$ cat src/rtl/mbx_pkg.sv
`timescale 1ns/1ps
package mbx_pkg;
  // Register region selected by one mailbox-mode access
  typedef enum logic [2:0] {
    RG_NONE,
    RG_OWN,
    RG_PEER,
    RG_MASK,
    RG_CAUSE,
    RG_STAT
  } region_e;
endpackage

$ cat src/rtl/mbx_decode.sv
`timescale 1ns/1ps
module mbx_decode
  import mbx_pkg::*;
#(
  parameter int ADDR_W  = 13,
  parameter int DEC_W   = 6,
  parameter int NUM_BOX = 4,
  parameter int IDX_W   = 2
) (
  input  logic              sel_n,
  input  logic              ce_n,
  input  logic              rw_n,
  input  logic              ub_n,
  input  logic              lb_n,
  input  logic [ADDR_W-1:0] addr,
  output logic              wr,
  output logic              rd,
  output region_e           region,
  output logic [IDX_W-1:0]  idx,
  output logic [1:0]        lane
);
  localparam logic [DEC_W-1:0] PEER_LO = DEC_W'(NUM_BOX);
  localparam logic [DEC_W-1:0] PEER_HI = DEC_W'(2 * NUM_BOX);
  localparam logic [DEC_W-1:0] MASK_AD = DEC_W'(2 * NUM_BOX);
  localparam logic [DEC_W-1:0] CAUS_AD = DEC_W'(2 * NUM_BOX + 1);
  localparam logic [DEC_W-1:0] STAT_AD = DEC_W'(2 * NUM_BOX + 2);

  logic [DEC_W-1:0] off;
  logic             acc;
  logic             unused_hi;

  assign off       = addr[DEC_W-1:0];
  assign unused_hi = ^addr[ADDR_W-1:DEC_W];

  // Mailbox mode needs select low while the memory enable stays off
  assign acc  = !sel_n && ce_n;
  assign wr   = acc && !rw_n;
  assign rd   = acc && rw_n;
  assign lane = {~ub_n, ~lb_n};
  assign idx  = off[IDX_W-1:0];

  always_comb begin
    region = RG_NONE;
    if (off < PEER_LO)       region = RG_OWN;
    else if (off < PEER_HI)  region = RG_PEER;
    else if (off == MASK_AD) region = RG_MASK;
    else if (off == CAUS_AD) region = RG_CAUSE;
    else if (off == STAT_AD) region = RG_STAT;
  end
endmodule

$ cat src/rtl/mbx_store.sv
`timescale 1ns/1ps
module mbx_store #(
  parameter int NUM_BOX = 4,
  parameter int DATA_W  = 16,
  parameter int IDX_W   = 2
) (
  input  logic                            clk,
  input  logic                            rst_n,
  input  logic                            we,
  input  logic [IDX_W-1:0]                idx,
  input  logic [1:0]                      lane,
  input  logic [DATA_W-1:0]               wdata,
  output logic [NUM_BOX-1:0][DATA_W-1:0]  words,
  output logic [NUM_BOX-1:0]              set_evt
);
  localparam int HALF = DATA_W / 2;

  always_ff @(posedge clk or negedge rst_n) begin
    if (!rst_n) begin
      words <= '0;
    end else if (we) begin
      if (lane[0]) words[idx][HALF-1:0]      <= wdata[HALF-1:0];
      if (lane[1]) words[idx][DATA_W-1:HALF] <= wdata[DATA_W-1:HALF];
    end
  end

  // An upper-lane write is the doorbell toward the other side
  always_comb begin
    set_evt = '0;
    if (we && lane[1]) set_evt[idx] = 1'b1;
  end

  AST_STORE_HOLD: assert property (@(posedge clk) disable iff (!rst_n)
    !we |=> $stable(words));
endmodule

$ cat src/rtl/mbx_irq.sv
`timescale 1ns/1ps
module mbx_irq #(
  parameter int NUM_BOX = 4
) (
  input  logic               clk,
  input  logic               rst_n,
  input  logic [NUM_BOX-1:0] set_evt,
  input  logic [NUM_BOX-1:0] clr_evt,
  input  logic               mask_we,
  input  logic [NUM_BOX-1:0] mask_wdata,
  output logic [NUM_BOX-1:0] mask_q,
  output logic [NUM_BOX-1:0] status_q,
  output logic [NUM_BOX-1:0] cause_q,
  output logic               irq_n
);
  logic [NUM_BOX-1:0] cause_nx;
  logic [NUM_BOX-1:0] status_nx;

  // Set is applied after clear, so a collision leaves the source pending
  assign status_nx = (status_q & ~clr_evt) | set_evt;
  assign cause_nx  = (cause_q & ~clr_evt) | (set_evt & mask_q);

  always_ff @(posedge clk or negedge rst_n) begin
    if (!rst_n) begin
      mask_q   <= '1;
      status_q <= '0;
      cause_q  <= '0;
      irq_n    <= 1'b1;
    end else begin
      if (mask_we) mask_q <= mask_wdata;
      status_q <= status_nx;
      cause_q  <= cause_nx;
      irq_n    <= ~|cause_nx;
    end
  end

  AST_CAUSE_IN_STATUS: assert property (@(posedge clk) disable iff (!rst_n)
    (cause_q & ~status_q) == '0);

  AST_MASKED_NO_CAUSE: assert property (@(posedge clk) disable iff (!rst_n)
    1'b1 |=> ((cause_q & ~$past(cause_q) & ~$past(mask_q)) == '0));

  AST_SET_WINS: assert property (@(posedge clk) disable iff (!rst_n)
    (set_evt != '0) |=> ((status_q & $past(set_evt)) == $past(set_evt)));

  AST_CLEAR_DROPS: assert property (@(posedge clk) disable iff (!rst_n)
    ((clr_evt & ~set_evt) != '0) |=> ((status_q & $past(clr_evt & ~set_evt)) == '0));
endmodule

$ cat src/rtl/mbx_unit.sv
`timescale 1ns/1ps
module mbx_unit
  import mbx_pkg::*;
#(
  parameter int NUM_BOX = 4,
  parameter int DATA_W  = 16,
  parameter int ADDR_W  = 13,
  parameter int DEC_W   = 6
) (
  input  logic                         clk,
  input  logic                         rst_n,
  input  logic [1:0]                   mb_sel_n,
  input  logic [1:0]                   mem_ce_n,
  input  logic [1:0]                   rw_n,
  input  logic [1:0]                   ub_n,
  input  logic [1:0]                   lb_n,
  input  logic [1:0][ADDR_W-1:0]       addr,
  input  logic [1:0][DATA_W-1:0]       wdata,
  output logic [1:0][DATA_W-1:0]       rdata,
  output logic [1:0]                   irq_n
);
  localparam int IDX_W = $clog2(NUM_BOX);
  localparam int NPORT = 2;
  localparam int HALF  = DATA_W / 2;

  logic [NUM_BOX-1:0][DATA_W-1:0] words    [NPORT];
  logic [NUM_BOX-1:0]             set_from [NPORT];

  for (genvar p = 0; p < NPORT; p++) begin : g_port
    localparam int Q = NPORT - 1 - p;

    logic               wr, rd;
    region_e            region;
    logic [IDX_W-1:0]   idx;
    logic [1:0]         lane;
    logic [NUM_BOX-1:0] clr_evt;
    logic [NUM_BOX-1:0] mask_q, status_q, cause_q;
    logic               irq_q;
    logic [DATA_W-1:0]  sel_word, rd_word, rdata_q;

    mbx_decode #(
      .ADDR_W(ADDR_W), .DEC_W(DEC_W), .NUM_BOX(NUM_BOX), .IDX_W(IDX_W)
    ) u_dec (
      .sel_n (mb_sel_n[p]), .ce_n(mem_ce_n[p]), .rw_n(rw_n[p]),
      .ub_n  (ub_n[p]),     .lb_n(lb_n[p]),     .addr(addr[p]),
      .wr    (wr), .rd(rd), .region(region), .idx(idx), .lane(lane)
    );

    mbx_store #(
      .NUM_BOX(NUM_BOX), .DATA_W(DATA_W), .IDX_W(IDX_W)
    ) u_store (
      .clk    (clk), .rst_n(rst_n),
      .we     (wr && region == RG_OWN),
      .idx    (idx), .lane(lane), .wdata(wdata[p]),
      .words  (words[p]), .set_evt(set_from[p])
    );

    // Acknowledge: reading the upper lane of the peer's word k
    always_comb begin
      clr_evt = '0;
      if (rd && region == RG_PEER && lane[1]) clr_evt[idx] = 1'b1;
    end

    mbx_irq #(.NUM_BOX(NUM_BOX)) u_irq (
      .clk        (clk), .rst_n(rst_n),
      .set_evt    (set_from[Q]),
      .clr_evt    (clr_evt),
      .mask_we    (wr && region == RG_MASK && lane[0]),
      .mask_wdata (wdata[p][NUM_BOX-1:0]),
      .mask_q     (mask_q), .status_q(status_q), .cause_q(cause_q),
      .irq_n      (irq_q)
    );

    always_comb begin
      case (region)
        RG_OWN:   sel_word = words[p][idx];
        RG_PEER:  sel_word = words[Q][idx];
        RG_MASK:  sel_word = DATA_W'(mask_q);
        RG_CAUSE: sel_word = DATA_W'(cause_q);
        RG_STAT:  sel_word = DATA_W'(status_q);
        default:  sel_word = '0;
      endcase
    end

    assign rd_word = sel_word & {{HALF{lane[1]}}, {HALF{lane[0]}}};

    always_ff @(posedge clk or negedge rst_n) begin
      if (!rst_n)  rdata_q <= '0;
      else if (rd) rdata_q <= rd_word;
    end

    assign rdata[p] = rdata_q;
    assign irq_n[p] = irq_q;

    AST_ILLEGAL_NO_WRITE: assert property (@(posedge clk) disable iff (!rst_n)
      (!mb_sel_n[p] && !mem_ce_n[p]) |=> $stable(words[p]));

    AST_IDLE_HOLDS_RDATA: assert property (@(posedge clk) disable iff (!rst_n)
      mb_sel_n[p] |=> $stable(rdata[p]));

    AST_IRQ_HAS_STATUS: assert property (@(posedge clk) disable iff (!rst_n)
      !irq_n[p] |-> (status_q != '0));
  end
endmodule

$ cat config.mk
export PLATFORM = sky130hd
export DESIGN_NAME = mbx_unit
export DESIGN_NICKNAME = d
export VERILOG_FILES = /design/src/rtl/mbx_pkg.sv /design/src/rtl/mbx_decode.sv /design/src/rtl/mbx_store.sv /design/src/rtl/mbx_irq.sv /design/src/rtl/mbx_unit.sv
export SDC_FILE = /design/constraint.sdc
export NUM_CORES = 1
export LEC_CHECK = 0
export ABC_AREA = 1
export BUFFER_PORTS_ARGS = -buffer_cell sky130_fd_sc_hd__buf_2
export CAP_MARGIN = 40
export CORE_MARGIN = 5
export CORE_UTILIZATION = 49
export DETAILED_ROUTE_END_ITERATION = 8
export GPL_ROUTABILITY_DRIVEN = 0
export PLACE_DENSITY = 0.75
export RECOVER_POWER = 100
export SLEW_MARGIN = 20
export SYNTH_ARGS = -nofsm -noshare
export SYNTH_HDL_FRONTEND = slang
export SYNTH_HIERARCHICAL = 1
export SYNTH_SLANG_ARGS = --single-unit
$ cat constraint.sdc
create_clock -name clk -period 1.15 [get_ports clk]
set_clock_uncertainty 0.05 [all_clocks]
set_input_delay 0.115 -clock clk [delete_from_list [all_inputs] [get_ports clk]]
set_output_delay 0.115 -clock clk [all_outputs]
set_load 0.01 [all_outputs]
==> results.yml, run 1 <==
power_and_ir_drop:
  leakage_nw: 7.92
  p_seq_share_pct: 45.1
  p_int_mw: 11.1
  ir_drop_v: 0.000948
  power_switching_mw: 4.35
  power_density_mw_per_mm2: 1030
  share_comb_of_total_power_pct: 14.3
  p_clk_share_pct: 40.6
  swShare_pct: 28.2
setup_path:
  worstPathRequired_ps: 1470
  slowest_delay_ps: 250
  crit_fanout: 8
  worst_ep_arrival_time_ps: 1680
  path_buf_inv: 3
  start_kind: "input pin"
  critPathCaptureType: "register"
  critPathKind: "input pin to register"
  crit_slowest_cell: "nor2_4"
  path_delay_family: "simple AND/OR/NAND/NOR gates"
  crit_chain: "buf_6 -> nor2_4 -> nand2_2 -> o21ai_2 -> buf_6 -> nand3_4 -> nor2_4 -> nand2_4 -> buf_6 -> nor2_4 -> nand2_1 -> nand2_1"
sta:
  timing.fmax_mhz: 736
  drv_slew: 0
  fin_ws_ps: -209
  worstMarginPinSlew_ps: 1050
  post-route-period-util_pct: 118
  setup_violations: 317
  rsz0062_at_grt: "true"
  slew_headroom_pct: 29.7
  hold_violations: 0
  layout_min_cycle_time_ps: 1360
grt:
  grt_pass1_vias: 11400
  use_met3_pct: 5.89
  busiest_layer: "met2"
  grt_max_degree: 38
  antenna_found_initial: 0
  grt_pass1_wl_mm: 59.8
  met2_usage_pct: 48.4
  grt_usage_pct: 30.7
  met1_usage_pct: 41.3
  grt_overflow_total: 0
synthesis:
  syn-instance-count: 1486
  ys_types: 25
  syn_avg_cell_area_um2: 7.09
  synth_area_mm2: 0.0105
  synth_fp_nets: 1556
  yosysSeqAreaShare_pct: 44.3
  ys_ff_latch: 186
  yosys_warnings: 6
floorplan:
  num_io_pins: 104
  core_mm2: 0.0211
  die_x_um: 157
  dieArea_mm2: 0.0245
  die_height_um: 157
  initial_core_util_pct: 50.0
  rows: 53
flow_run:
  maxCapViolations: 0
finish:
  syn2layout_area_growth_pct: 42.2
  layout-drive-gt1-share_pct: 34.0
  design_area_mm2: 0.0150
  final_nets: 1811
  diodes: 0
  fillers: 1527
place:
  portBuffers: 89
  placed_area_mm2: 0.0127
  pre_cts_ws_ps: -664
  dpl.hpwl_mm: 25.0
routing:
  drc: 0
  routed_wl_mm: 38.6
  drtAntennaViolNets: 0
  wl_per_cell_um: 19.0
  viasPerCell: 5.89
  drt_iter0_drc: 1826
  num_vias: 11900
  drt_first_pass_iters: 8
cts:
  htree_levels: 4
  clock_latency_ps: 440
  cts_tree: "done"
  clockBufferDepth: 2
  clk_pin_slew_worst_paths_ps: 70
  cts_sinks: 186
  cts_inserted_buffers: 17
  root_buffer: "clkbuf_16"
worst_hold_path:
  hold_class: "input pin to register"
run_status:
  status: "finished, violations left"
  failed_checks: "setup timing"
Yosys cell counts (all sizes together):
cell type	number	share of area, %
nand3	261	12
buf	64	4.0
dfstp	10	2.5
nor3	11	0.52
a21oi	2	0.095
mux2	8	0.86
dfrtp	176	42
o21ai	2	0.095
nor2	61	3.6
o21bai	8	0.57
nand4	64	3.8
nor3b	4	0.38
nand2	720	26
inv	84	3.0
clkbuf	10	0.36
nor4	1	0.059
per-stage QoR:
step	instances	hold slack [ps]	total power, mW	utilization, %	TNS, ps
after floorplan	1486	-231	7.92	-	-58310
after global placement	1925	-2.88	8.84	60.3	-97250
after detailed placement	1925	-2.75	8.88	60.3	-102380
after CTS	2015	103	15.3	68.8	-11090
after global routing	2029	172	15.9	71.0	-62540
final	2029	172	15.4	71.0	-21790
what timing repair did:
item | in CTS | in global routing
pin swaps | 78 | 69
setup buffers | 24 | 19
gates cloned | 4 | 1
endpoints found under the hold margin | 315 | 0
setup endpoints to repair | 184 | 206
hold buffers | 33 | 0
gates resized for setup | 155 | 111
worst min-delay path, delay by kind of cell:
| kind | cells | cell delay, ps |
|---|---|---|
| AO/OA/AOI/OAI | 1 | 130 |
| buffers and inverters | 2 | 310 |
| AND/OR/NAND/NOR | 1 | 70 |
cells by family after synthesis:
logic type      synth area share, %
compound gates                0.760
simple gates                   46.7
flops                          44.3
buf+inv                        7.40
mux                           0.855
power groups by stage:
| stage | registers, mW | logic, mW | clock network, mW |
|---|---|---|---|
| floorplan | 7.01 | 0.918 | 0 |
| global placement | 7.05 | 1.79 | 0 |
| detailed placement | 7.06 | 1.82 | 0 |
| CTS | 6.94 | 2.07 | 6.25 |
| global route | 6.98 | 2.34 | 6.55 |
| finish | 6.96 | 2.20 | 6.27 |
cell type report:
cell class                      instances  area, um^2  area share, %
Timing Repair Buffer                  308        2750           18.3
Multi-Input combinational cell       1142        6200           41.4
Tap cell                              275         344           2.30
Inverter                               84         385           2.57
Clock buffer                           18         429           2.87
Timing Repair inverter                  2        23.8          0.159
Sequential cell                       186        4670           31.2
Clock inverter                         14         183           1.22
path summary, 6_finish.rpt:
check / from / to / slack [ps] / cells after the start
min: addr[1] / g_port[0].u_irq/status_q[1]$_DFF_PN0_ / 170 / 4
min in group asynchronous: rst_n / g_port[0].u_store/words[35]$_DFFE_PN0P_ / 360 / 2
min reg2reg: g_port[1].rdata_q[7]$_DFFE_PN0P_ / g_port[1].rdata_q[7]$_DFFE_PN0P_ / 430 / 2
max reg2reg: g_port[1].u_store/words[17]$_DFFE_PN0P_ / g_port[0].rdata_q[1]$_DFFE_PN0P_ / -140 / 8
max: addr[18] / g_port[1].u_store/words[54]$_DFFE_PN0P_ / -210 / 12
max in group asynchronous: rst_n / g_port[0].u_store/words[20]$_DFFE_PN0P_ / -100 / 3
state kept, by name, indices dropped and copies added, names as in the netlist:
signal,count
g_port.u_store/words,128
g_port.u_irq/irq_n,2
g_port.u_irq/cause_q,8
g_port.u_irq/status_q,8
g_port.rdata_q,32
g_port.u_irq/mask_q,8
cell usage in the layout (no fill, tap or decap), drive strengths merged:
master       count
clkinvlp         2
clkinv           5
nand4           64
bufinv           3
o21bai           8
dfstp           10
inv             90
nand3          261
dfrtp          176
nor3b            4
nor3            11
nor4             1
nand2          720
nor2            61
o21ai            2
buf            268
mux2             8
dlygate4sd3     33
a21oi            2
clkbuf          25
per-layer routing:
| metal | routed length (um) | vias to the layer above |
|---|---|---|
| met5 | 0 | - |
| met4 | 1640 | 0 |
| met3 | 4260 | 164 |
| met2 | 17900 | 864 |
| met1 | 14800 | 5607 |
| li1 | - | 5306 |
No activity file was read; power rests on OpenSTA's default activity.
==> inputs of run 2 (changes only) <==
BUFFER_PORTS_ARGS = default   (was -buffer_cell sky130_fd_sc_hd__buf_2)
DONT_BUFFER_PORTS = 1   (was default)
PLACE_DENSITY = 0.71   (was 0.75)
==> results.yml, run 2 (same netlist as run 1, synthesis figures left out) <==
setup_path:
  r2r_start: "g_port[1].u_store/words[21]$_DFFE_PN0P_"
  start_kind: "input pin"
  critPathCaptureType: "register"
  worstPathRequired_ps: 1470
  crit_fanout: 4
  worst_ep_arrival_time_ps: 1680
  rrSetupSlack_ps: -50
  worst_r2r_path_depth: 6
  r2r_end: "g_port[0].rdata_q[5]$_DFFE_PN0P_"
  critPathKind: "input pin to register"
power_and_ir_drop:
  ir_drop_v: 0.000931
  p_int_mw: 10.8
  power_density_mw_per_mm2: 1050
  p_total_mw: 14.7
  p_seq_share_pct: 47.4
  leakage_nw: 7.35
  p_clk_share_pct: 41.4
  share_comb_of_total_power_pct: 11.2
  power_switching_mw: 3.91
  swShare_pct: 26.7
grt:
  grt_max_degree: 187
  grt_pass1_wl_mm: 57.0
  antenna_found_initial: 0
  grt_usage_pct: 29.5
  grt_pass1_vias: 10700
  grt_overflow_total: 0
cts:
  root_buffer: "clkbuf_16"
  cts_tree: "done"
  cts_inserted_buffers: 17
  clockBufferDepth: 2
  cts_sinks: 186
  postCtsHoldBufs: 48
  clock_latency_ps: 440
  htree_levels: 4
  clk_pin_slew_worst_paths_ps: 70
floorplan:
  die_x_um: 157
  initial_core_util_pct: 50.0
  dieArea_mm2: 0.0245
  num_io_pins: 104
  rows: 53
  core_mm2: 0.0211
  die_height_um: 157
routing:
  drtAntennaViolNets: 0
  routed_wl_mm: 37.1
  drt_iter0_drc: 1404
  wl_per_cell_um: 19.6
  drc: 0
  drt_first_pass_iters: 8
  viasPerCell: 5.83
  num_vias: 11000
run_status:
  status: "finished, violations left"
  failed_checks: "hold timing, setup timing"
sta:
  timing.fmax_mhz: 739
  fin_ws_ps: -203
  worstMarginPinSlew_ps: 657
  rsz0062_at_grt: "true"
  setup_violations: 146
  hold_violations: 186
  post-route-period-util_pct: 118
  drv_slew: 0
  layout_min_cycle_time_ps: 1350
  hold_ws_ps: -670
  slew_headroom_pct: 56.2
flow_run:
  maxCapViolations: 0
finish:
  design_area_mm2: 0.0139
  final_cells: 1893
  fillers: 1700
  regMostFlops: "g_port.u_store/words"
  largest_register_ffs: 128
  final_common_cell: "nand2_1"
  reg.largest.list: "g_port.u_store/words (128), g_port.rdata_q (32)"
  syn2layout_area_growth_pct: 32.2
  diodes: 0
  final_cell_mix: "643 x nand2_1, 197 x nand3_1, 176 x dfrtp_1, 78 x buf_4, 64 x nand4_1"
  final_nets: 1676
  layout-drive-gt1-share_pct: 24.7
place:
  placed_area_mm2: 0.0120
  dp_cells: 1792
  portBuffers: 0
  dpl.hpwl_mm: 22.9
  pre_cts_ws_ps: -529
worst_hold_path:
  hold_class: "input pin to asynchronous set/reset pin"
run 2: cell count changes in the layout (fill, tap and decap cells not counted), sizes merged:
cell,previous run,this run
buf,268,123
dlygate4sd3,33,46
clkbuf,25,21
inv,90,86
clkinv,5,7
dlymetal6s4s,0,2
bufinv,3,2
clkinvlp,2,3
run 2: per-stage QoR:
| stage | hold slack (ps) | utilization (%) | TNS [ps] |
|---|---|---|---|
| after detailed placement | -219 | 56.7 | -81120 |
| after global placement | -218 | 56.7 | -74360 |
| after CTS | -686 | 62.6 | -580 |
| after floorplan | -231 | - | -58310 |
| after global routing | -693 | 66.0 | -26110 |
| final | -670 | 66.0 | -11940 |
run 2: worst max path at each step:
stage / endpoint / cells past startpoint / startpoint / slack [ps]
after floorplan: g_port[0].u_irq/irq_n$_DFF_PN1_ / 11 / addr[4] / -450
after global placement: g_port[0].u_irq/irq_n$_DFF_PN1_ / 14 / addr[18] / -500
after detailed placement: g_port[0].u_irq/irq_n$_DFF_PN1_ / 14 / addr[18] / -530
after CTS: g_port[0].u_irq/irq_n$_DFF_PN1_ / 15 / addr[17] / -60
after global routing: g_port[0].u_irq/irq_n$_DFF_PN1_ / 16 / addr[18] / -240
final: g_port[0].u_irq/irq_n$_DFF_PN1_ / 15 / addr[18] / -200
run 2: timing repair:
action	CTS	global route
endpoints found under the hold margin	341	186
pin swaps	15	72
resized for setup	33	153
cloned	0	4
setup endpoints to repair	85	182
buffers inserted	5	15
run 2: worst max-delay path, cell delays in order:
cell and delay [ps]:
nor2_4 180, nand2_4 90, nor2_4 110, a21oi_4 60
inv_2 80, nand3_4 80, nor2_4 130, nand2_4 100
buf_12 140, nor2_4 220, nand2_1 100, inv_2 90
nor2_4 50, nand2_1 70, nor2_1 50
run 2: power by group through the flow:
stage,Sequential (mW),Combinational (mW),Clock (mW)
detailed placement,7.05,1.21,0
global route,6.97,1.76,6.36
global placement,7.05,1.18,0
CTS,6.94,1.48,6.11
finish,6.95,1.64,6.07
floorplan,7.01,0.918,0
run 2: layout make-up:
| type | count | area, um^2 | area share [%] |
|---|---|---|---|
| multi-input combinational | 1142 | 6050 | 43.5 |
| timing repair inverter | 2 | 16.3 | 0.117 |
| timing repair buffer | 173 | 1880 | 13.5 |
| inverter | 84 | 373 | 2.68 |
| clock buffer | 19 | 453 | 3.25 |
| sequential | 186 | 4670 | 33.5 |
| clock inverter | 12 | 140 | 1.01 |
| tap | 275 | 344 | 2.47 |
run 2: layer usage:
metal	vias up	global-route usage, %	part of all wire (%)
li1	5020	-	-
met1	5182	40.7	39
met2	703	45.5	46
met3	123	7.74	11
met4	0	9.75	3.6
met5	-	0	0
